## config.mk

```make
export PLATFORM = sky130hd
export DESIGN_NAME = onewire_master
export DESIGN_NICKNAME = d
export VERILOG_FILES = /design/src/rtl/ow_pkg.sv /design/src/rtl/ow_datapath.sv /design/src/rtl/ow_control.sv /design/src/rtl/onewire_master.sv
export SDC_FILE = /design/constraint.sdc
export NUM_CORES = 1
export LEC_CHECK = 0
export CORE_ASPECT_RATIO = 1.75
export CORE_MARGIN = 10
export CORE_UTILIZATION = 35
export DETAILED_ROUTE_END_ITERATION = 7
export PLACE_DENSITY = 0.64
export SLEW_MARGIN = 20
export SYNTH_ARGS = -nofsm -noshare
export SYNTH_HDL_FRONTEND = slang
export SYNTH_SLANG_ARGS = --single-unit
```

## constraint.sdc

```tcl
create_clock -name clk -period 3 [get_ports clk]
set_clock_uncertainty 0.2 [all_clocks]
set_input_delay 0.6 -clock clk [delete_from_list [all_inputs] [get_ports clk]]
set_output_delay 0.6 -clock clk [all_outputs]
set_load 0.02 [all_outputs]
```

## src/rtl/ow_pkg.sv

```systemverilog
package ow_pkg;

  typedef enum logic [1:0] {
    OP_RESET = 2'b00,
    OP_WRITE = 2'b01,
    OP_READ  = 2'b10,
    OP_NONE  = 2'b11
  } op_e;

  // strobes from the sequencer to the datapath
  typedef struct packed {
    logic timerLoad;
    logic shiftLoad;
    logic shiftWrite;
    logic shiftRead;
    logic presSample;
    logic bitClr;
    logic bitInc;
  } dpCtrl_t;

endpackage

```

## src/rtl/ow_datapath.sv

```systemverilog
module ow_datapath #(
  parameter int CLK_PER_US = 200,
  parameter int DATA_W     = 8,
  parameter int TIMER_W    = 10
) (
  input  logic                clk,
  input  logic                rstN,
  input  ow_pkg::dpCtrl_t     ctrl,
  input  logic [TIMER_W-1:0]  timerUs,
  input  logic [DATA_W-1:0]   dataIn,
  input  logic                lineIn,
  output logic                expired,
  output logic                txBit,
  output logic                lastBit,
  output logic [DATA_W-1:0]   rxData,
  output logic                present
);
  localparam int PRE_W = (CLK_PER_US > 1) ? $clog2(CLK_PER_US) : 1;
  localparam int BIT_W = (DATA_W > 1) ? $clog2(DATA_W) : 1;

  logic [PRE_W-1:0]   preCnt;
  logic [TIMER_W-1:0] usLeft;
  logic               tick;
  logic [1:0]         syncQ;
  logic               lineSync;
  logic [DATA_W-1:0]  shiftReg;
  logic [BIT_W-1:0]   bitCnt;

  assign tick    = (preCnt == PRE_W'(CLK_PER_US - 1));
  assign expired = tick && (usLeft == TIMER_W'(1));

  // microsecond prescaler and phase timer, restarted on every load
  always_ff @(posedge clk) begin
    if (!rstN) begin
      preCnt <= '0;
      usLeft <= '0;
    end else if (ctrl.timerLoad) begin
      preCnt <= '0;
      usLeft <= timerUs;
    end else if (tick) begin
      preCnt <= '0;
      if (usLeft != '0) usLeft <= usLeft - 1'b1;
    end else begin
      preCnt <= preCnt + 1'b1;
    end
  end

  // two-stage synchronizer, idle level is high (pulled up)
  always_ff @(posedge clk) begin
    if (!rstN) syncQ <= 2'b11;
    else       syncQ <= {syncQ[0], lineIn};
  end
  assign lineSync = syncQ[1];

  always_ff @(posedge clk) begin
    if (!rstN) begin
      shiftReg <= '0;
      bitCnt   <= '0;
      present  <= 1'b0;
    end else begin
      if (ctrl.shiftLoad)       shiftReg <= dataIn;
      else if (ctrl.shiftWrite) shiftReg <= {1'b0, shiftReg[DATA_W-1:1]};
      else if (ctrl.shiftRead)  shiftReg <= {lineSync, shiftReg[DATA_W-1:1]};
      if (ctrl.bitClr)          bitCnt <= '0;
      else if (ctrl.bitInc)     bitCnt <= bitCnt + 1'b1;
      if (ctrl.presSample)      present <= ~lineSync;
    end
  end

  assign txBit   = shiftReg[0];
  assign lastBit = (bitCnt == BIT_W'(DATA_W - 1));
  assign rxData  = shiftReg;

endmodule

```

## src/rtl/ow_control.sv

```systemverilog
module ow_control #(
  parameter int TIMER_W     = 10,
  parameter int RST_LOW_US  = 500,
  parameter int PRES_US     = 60,
  parameter int RST_TAIL_US = 500,
  parameter int LEAD_US     = 3,
  parameter int SLOT_US     = 60,
  parameter int READ_LOW_US = 1,
  parameter int SAMPLE_US   = 10,
  parameter int SETTLE_US   = 3
) (
  input  logic               clk,
  input  logic               rstN,
  input  logic               start,
  input  logic [1:0]         op,
  input  logic               expired,
  input  logic               txBit,
  input  logic               lastBit,
  output ow_pkg::dpCtrl_t    ctrl,
  output logic [TIMER_W-1:0] timerUs,
  output logic               busy,
  output logic               done,
  output logic               lineOe
);
  import ow_pkg::*;

  typedef enum logic [3:0] {
    S_IDLE, S_RST_LOW, S_RST_WAIT, S_RST_TAIL,
    S_WB_REL, S_WB_LOW, S_WB_DATA,
    S_RB_LOW, S_RB_WAIT, S_RB_REC, S_SETTLE
  } state_e;

  state_e state, retState, target, nextState;
  logic   advance, curDrive, tgtDrive;

  function automatic logic driveOf(state_e s, logic b);
    case (s)
      S_RST_LOW, S_WB_LOW, S_RB_LOW: driveOf = 1'b1;
      S_WB_DATA:                     driveOf = ~b;
      default:                       driveOf = 1'b0;
    endcase
  endfunction

  function automatic logic [TIMER_W-1:0] durOf(state_e s);
    case (s)
      S_RST_LOW:          durOf = TIMER_W'(RST_LOW_US);
      S_RST_WAIT:         durOf = TIMER_W'(PRES_US);
      S_RST_TAIL:         durOf = TIMER_W'(RST_TAIL_US);
      S_WB_REL, S_WB_LOW: durOf = TIMER_W'(LEAD_US);
      S_WB_DATA, S_RB_REC: durOf = TIMER_W'(SLOT_US);
      S_RB_LOW:           durOf = TIMER_W'(READ_LOW_US);
      S_RB_WAIT:          durOf = TIMER_W'(SAMPLE_US);
      S_SETTLE:           durOf = TIMER_W'(SETTLE_US);
      default:            durOf = '0;
    endcase
  endfunction

  assign curDrive = driveOf(state, txBit);
  assign tgtDrive = driveOf(target, txBit);

  always_comb begin
    ctrl    = '0;
    advance = 1'b0;
    target  = state;
    if (state == S_IDLE) begin
      if (start && op_e'(op) != OP_NONE) begin
        advance        = 1'b1;
        ctrl.shiftLoad = 1'b1;
        ctrl.bitClr    = 1'b1;
        case (op_e'(op))
          OP_RESET: target = S_RST_LOW;
          OP_WRITE: target = S_WB_REL;
          default:  target = S_RB_LOW;
        endcase
      end
    end else if (expired) begin
      advance = 1'b1;
      case (state)
        S_RST_LOW:  target = S_RST_WAIT;
        S_RST_WAIT: begin ctrl.presSample = 1'b1; target = S_RST_TAIL; end
        S_RST_TAIL: target = S_IDLE;
        S_WB_REL:   target = S_WB_LOW;
        S_WB_LOW:   target = S_WB_DATA;
        S_WB_DATA: begin
          ctrl.shiftWrite = 1'b1;
          ctrl.bitInc     = 1'b1;
          target          = lastBit ? S_IDLE : S_WB_REL;
        end
        S_RB_LOW:   target = S_RB_WAIT;
        S_RB_WAIT:  begin ctrl.shiftRead = 1'b1; target = S_RB_REC; end
        S_RB_REC: begin
          ctrl.bitInc = 1'b1;
          target      = lastBit ? S_IDLE : S_RB_LOW;
        end
        S_SETTLE:   target = retState;
        default:    target = S_IDLE;
      endcase
    end
    // every driven-to-released step passes through the settle phase
    nextState      = (advance && curDrive && !tgtDrive) ? S_SETTLE : target;
    ctrl.timerLoad = advance;
    timerUs        = durOf(nextState);
  end

  always_ff @(posedge clk) begin
    if (!rstN) begin
      state    <= S_IDLE;
      retState <= S_IDLE;
      done     <= 1'b0;
    end else begin
      done <= advance && (state != S_IDLE) && (nextState == S_IDLE);
      if (advance) begin
        state <= nextState;
        if (nextState == S_SETTLE) retState <= target;
      end
    end
  end

  assign busy   = (state != S_IDLE);
  assign lineOe = curDrive;

endmodule

```

## src/rtl/onewire_master.sv

```systemverilog
module onewire_master #(
  parameter int CLK_PER_US  = 200,
  parameter int DATA_W      = 8,
  parameter int RST_LOW_US  = 500,
  parameter int PRES_US     = 60,
  parameter int RST_TAIL_US = 500,
  parameter int LEAD_US     = 3,
  parameter int SLOT_US     = 60,
  parameter int READ_LOW_US = 1,
  parameter int SAMPLE_US   = 10,
  parameter int SETTLE_US   = 3
) (
  input  logic              clk,
  input  logic              rstN,
  input  logic              start,
  input  logic [1:0]        op,
  input  logic [DATA_W-1:0] dataIn,
  output logic              busy,
  output logic              done,
  output logic [DATA_W-1:0] dataOut,
  output logic              present,
  output logic              lineOe,
  input  logic              lineIn
);
  function automatic int maxOf(int a, int b);
    return (a > b) ? a : b;
  endfunction

  localparam int MAX_US = maxOf(maxOf(maxOf(RST_LOW_US, RST_TAIL_US), maxOf(PRES_US, SLOT_US)),
                                maxOf(maxOf(LEAD_US, SETTLE_US), maxOf(SAMPLE_US, READ_LOW_US)));
  localparam int TIMER_W    = $clog2(MAX_US + 1);
  localparam int MAX_LOW_US = maxOf(RST_LOW_US, maxOf(LEAD_US + SLOT_US, READ_LOW_US));

  ow_pkg::dpCtrl_t    ctrl;
  logic [TIMER_W-1:0] timerUs;
  logic               expired, txBit, lastBit;

  ow_control #(
    .TIMER_W(TIMER_W), .RST_LOW_US(RST_LOW_US), .PRES_US(PRES_US),
    .RST_TAIL_US(RST_TAIL_US), .LEAD_US(LEAD_US), .SLOT_US(SLOT_US),
    .READ_LOW_US(READ_LOW_US), .SAMPLE_US(SAMPLE_US), .SETTLE_US(SETTLE_US)
  ) uCtrl (
    .clk(clk), .rstN(rstN), .start(start), .op(op), .expired(expired),
    .txBit(txBit), .lastBit(lastBit), .ctrl(ctrl), .timerUs(timerUs),
    .busy(busy), .done(done), .lineOe(lineOe)
  );

  ow_datapath #(
    .CLK_PER_US(CLK_PER_US), .DATA_W(DATA_W), .TIMER_W(TIMER_W)
  ) uDp (
    .clk(clk), .rstN(rstN), .ctrl(ctrl), .timerUs(timerUs), .dataIn(dataIn),
    .lineIn(lineIn), .expired(expired), .txBit(txBit), .lastBit(lastBit),
    .rxData(dataOut), .present(present)
  );

endmodule

```

==> impl_results.md <==
* Register Area at 805.8 µm²
* Setup violators final at 1
* Vias per cell at 5.248
* Max VDD drop at 401.6 µV
* Initial DRC count at 113
* Worst EP required at 2.98 ns
* Vert. Die Dim at 127.2 µm
* Fin. Hold Viols at 0
* Slew headroom at 66.17%
* Hold slack at 0.2061 ns
* Num CTS Buffers at 5
* Worst slew pin tran at 0.5074 ns
* Netlist cell types at 55
* RSZ-0062 raised after global routing: yes
* Worst setup EP type: flop
* GR Layer Usage met3 at 2.177%
* Initial antenna violation count at 0
* Syn-to-layout area delta at 39.88%
* Hold Buf Count CTS at 0
* Largest net degree at the start of global routing at 30
* Seq pwr share at 32.8%
* Global placement routability congestion at 0.8649
* Detailed Route WL at 6455 µm
* Dpl cells at 412
* PortBufs at 25
* Std cell rows at 39
* Clock root buffer: clkbuf_16
* Worst endpoint data arrival time at 2.99 ns
* Sw frac at 31.47%
* Internal cell power at 0.001300 W
* First-pass GRT wire length at 10900 µm
* Clk slew on worst S/H paths at 0.06 ns
* Leak at 1.365 nW
* DR WL/cell at 15.22 µm
* CTS tree: yes
* Max Cap Violations at 0
* Share of cells above drive strength 1 at 25.73%
* Slew Limit Fails at 0
* DR pass1 iterations at 4
* DRC at 0
* Seq cells post-synth at 40
* Critical path launch point type: flop
* P per Cell Area at 589.8 nW/µm²
* Share of the synthesized area in the top cell type at 34.82%
* Period minus WS final at 3.006 ns
* Number of synthesized flops with an enable pin at 0
* Worst setup margin at -0.006227 ns
* Core area at 6441 µm²
* Chip width at 81.28 µm
* Max clock buf depth at 2
* Psw at 0.0005970 W
* Status: finished, violations left
* Setup TNS Final at -0.006227 ns
* Failing checks: negative setup slack
* Filler cells at 622
* Sink Count at 40
* Clk network pwr share at 33.8%
* Mapped Area at 2300 µm²
* Warnings, synthesis at 0
* DR vias at 2225
* Final period utilization at 100.2%
* Adder-Cell Fraction of Synth Area at 3.264%
* GR Util met2 at 24.57%
* Worst min path class: reg2reg
* Clock Latency Late Sink at 0.29 ns
* Synth top area cells: dfxtp_1, o211a_1, nand2_1
* Most used flip-flop cell after synthesis: dfxtp_1
* Post-Syn Nets at 290
* Post-Synth XOR/XNOR Area at 4.570%
* Vias in the first global route at 2354
* Main combinational cell family by area after synthesis: compound AO/OA/AOI/OAI gates
* Combinational share of power at 33.4%
* Synth Area per Inst at 8.517 µm²
* Final ANT Viol Nets at 0
* Async S/R FF share, synth at 0%
* Htree depth at 2
* Met1 usage at 12.65%
* Initial Utilization at 35.70%
* Crit path max fanout at 7
* Complex-gate fraction of the synthesized area at 24.70%
* Post-synthesis mux area share at 3.917%
* GRT Overall Usage at 13.22%
* Dominant cell type by area after synthesis: dfxtp_1
* F_max at 0.3326 GHz
* Register area share after synthesis at 34.82%
* Non-filler cells, final at 424
* Post-Synth Simple-Gate Area at 23.83%
* GR Overflow Total at 0
* Critical path class: reg2reg
* I/O pin cnt at 26
* Gr busiest metal: met2
* Fin nets at 361
* Post-Syn Instances at 270
* Multi-input logic area at 1434 µm²
* Hpwl dp at 4989 µm
* Ant. Diodes at 0
* Die footprint at 10340 µm²
-- path summary, 6_finish.rpt --
check / endpoint / start / slack (ns) / depth (start not counted)
min: uDp.syncQ[1]$_SDFF_PN1_ / uDp.syncQ[0]$_SDFF_PN1_ / 0.21 / 1
max reg2reg: uCtrl.retState[2]$_SDFFE_PN0P_ / uDp.preCnt[3]$_SDFF_PP0_ / -0.006 / 8
min reg2reg: uDp.syncQ[1]$_SDFF_PN1_ / uDp.syncQ[0]$_SDFF_PN1_ / 0.21 / 1
max: uCtrl.retState[2]$_SDFFE_PN0P_ / uDp.preCnt[3]$_SDFF_PP0_ / -0.006 / 8
-- registers in the layout (all words and copies together), names as in the netlist --
name            cells
uDp.bitCnt          3
uDp.preCnt          8
uDp.syncQ           2
uCtrl.done          1
uCtrl.retState      4
uDp.rxData          8
uDp.usLeft          9
uDp.present         1
uCtrl.state         4
-- cell families (layout without fill, tap and decap cells) --
kind of cell | Yosys count | count (layout)
DFF | 40 | 40
adders and majority gates | 6 | 6
xor gates and xnor gates | 12 | 12
AOI/OAI and AO/OA | 70 | 70
and+or+nand+nor | 106 | 106
muxes | 9 | 9
buffers and inverters | 27 | 99
-- area by class of cell --
class	count	share of cell area, %
clock inverters	2	1.206
multi-input cells	203	44.57
flip-flops and latches	40	25.05
well taps	82	3.189
repair buffers	78	20.15
inverters	13	1.517
clock buffers	6	4.317
-- worst max-delay path, stage by stage (launching register included) --
cell and delay [ns]:
dfxtp_2 0.32, or4b_4 0.56, or4_4 0.61, o221ai_4 0.23, o2111ai_4 0.17, a2111oi_4 0.31
buf_4 0.20, nor2_2 0.06, o221a_2 0.24
-- power groups by stage --
stage | Clock, W | Sequential [W] | Combinational [W]
final | 0.000641 | 0.000622 | 0.000635
after floorplan | 0 | 0.000640 | 0.000341
after CTS | 0.000651 | 0.000620 | 0.000627
after global routing | 0.000666 | 0.000629 | 0.000695
after detailed placement | 0 | 0.000631 | 0.000604
after global placement | 0 | 0.000630 | 0.000600
-- stage by stage --
step	utilization (%)	area [µm²]	setup slack [ns]	total power, W
after floorplan	-	2318	-0.09222	0.0009814
after global placement	46.19	2975	-0.1365	0.001229
after detailed placement	46.19	2975	-0.1958	0.001235
after CTS	49.69	3201	0.002598	0.001899
after global routing	49.94	3217	-0.09791	0.001990
final	49.94	3217	-0.006227	0.001897
-- cell usage in the layout (no fill, tap or decap), types with 4 or more instances in the layout --
master,count
clkdlybuf4s50_1,25
dfxtp_2,4
nand2b_1,5
nand3_1,13
xnor2_1,6
buf_4,53
nor3_1,8
o211a_1,11
nor2b_1,5
nor2_1,23
clkbuf_16,5
nand2_1,25
o21ai_0,13
a21oi_1,8
dfxtp_1,36
ha_1,5
mux2i_1,9
xor2_1,6
inv_1,12
o221a_2,4
-- repair_timing --
action,CTS,global route
cloned,0,0
setup buffers,3,1
setup endpoints to repair,12,15
gates resized for setup,5,3
pin swaps,4,0
-- cell usage after synthesis, types with 2 or more instances --
cell type	instances
nor4_1	4
ha_1	6
clkbuf_1	8
nor3_1	8
o22ai_1	2
o211ai_1	3
nand4_1	2
o31ai_1	2
a21oi_1	8
xnor2_1	6
or2_2	2
o21ai_1	3
inv_1	13
o211a_1	11
a31oi_1	3
xor2_1	6
or3_1	2
a211oi_1	3
o21a_1	3
nand3_1	14
o21ai_0	13
or4_1	2
buf_2	3
mux2i_1	9
o221a_2	4
nand2b_1	5
nor4_2	2
nor2_1	25
and2_1	2
o41ai_1	2
buf_4	2
dfxtp_1	40
nand2_1	25
nor2b_1	5
and3_1	2
-- per-layer routing --
metal | part of all wire [%] | vias up
met5 | 0 | -
met4 | 3.8 | 0
met3 | 2.2 | 15
met2 | 57 | 36
met1 | 37 | 1043
li1 | - | 1131
Note: power is estimated with default switching activity, not from simulation.
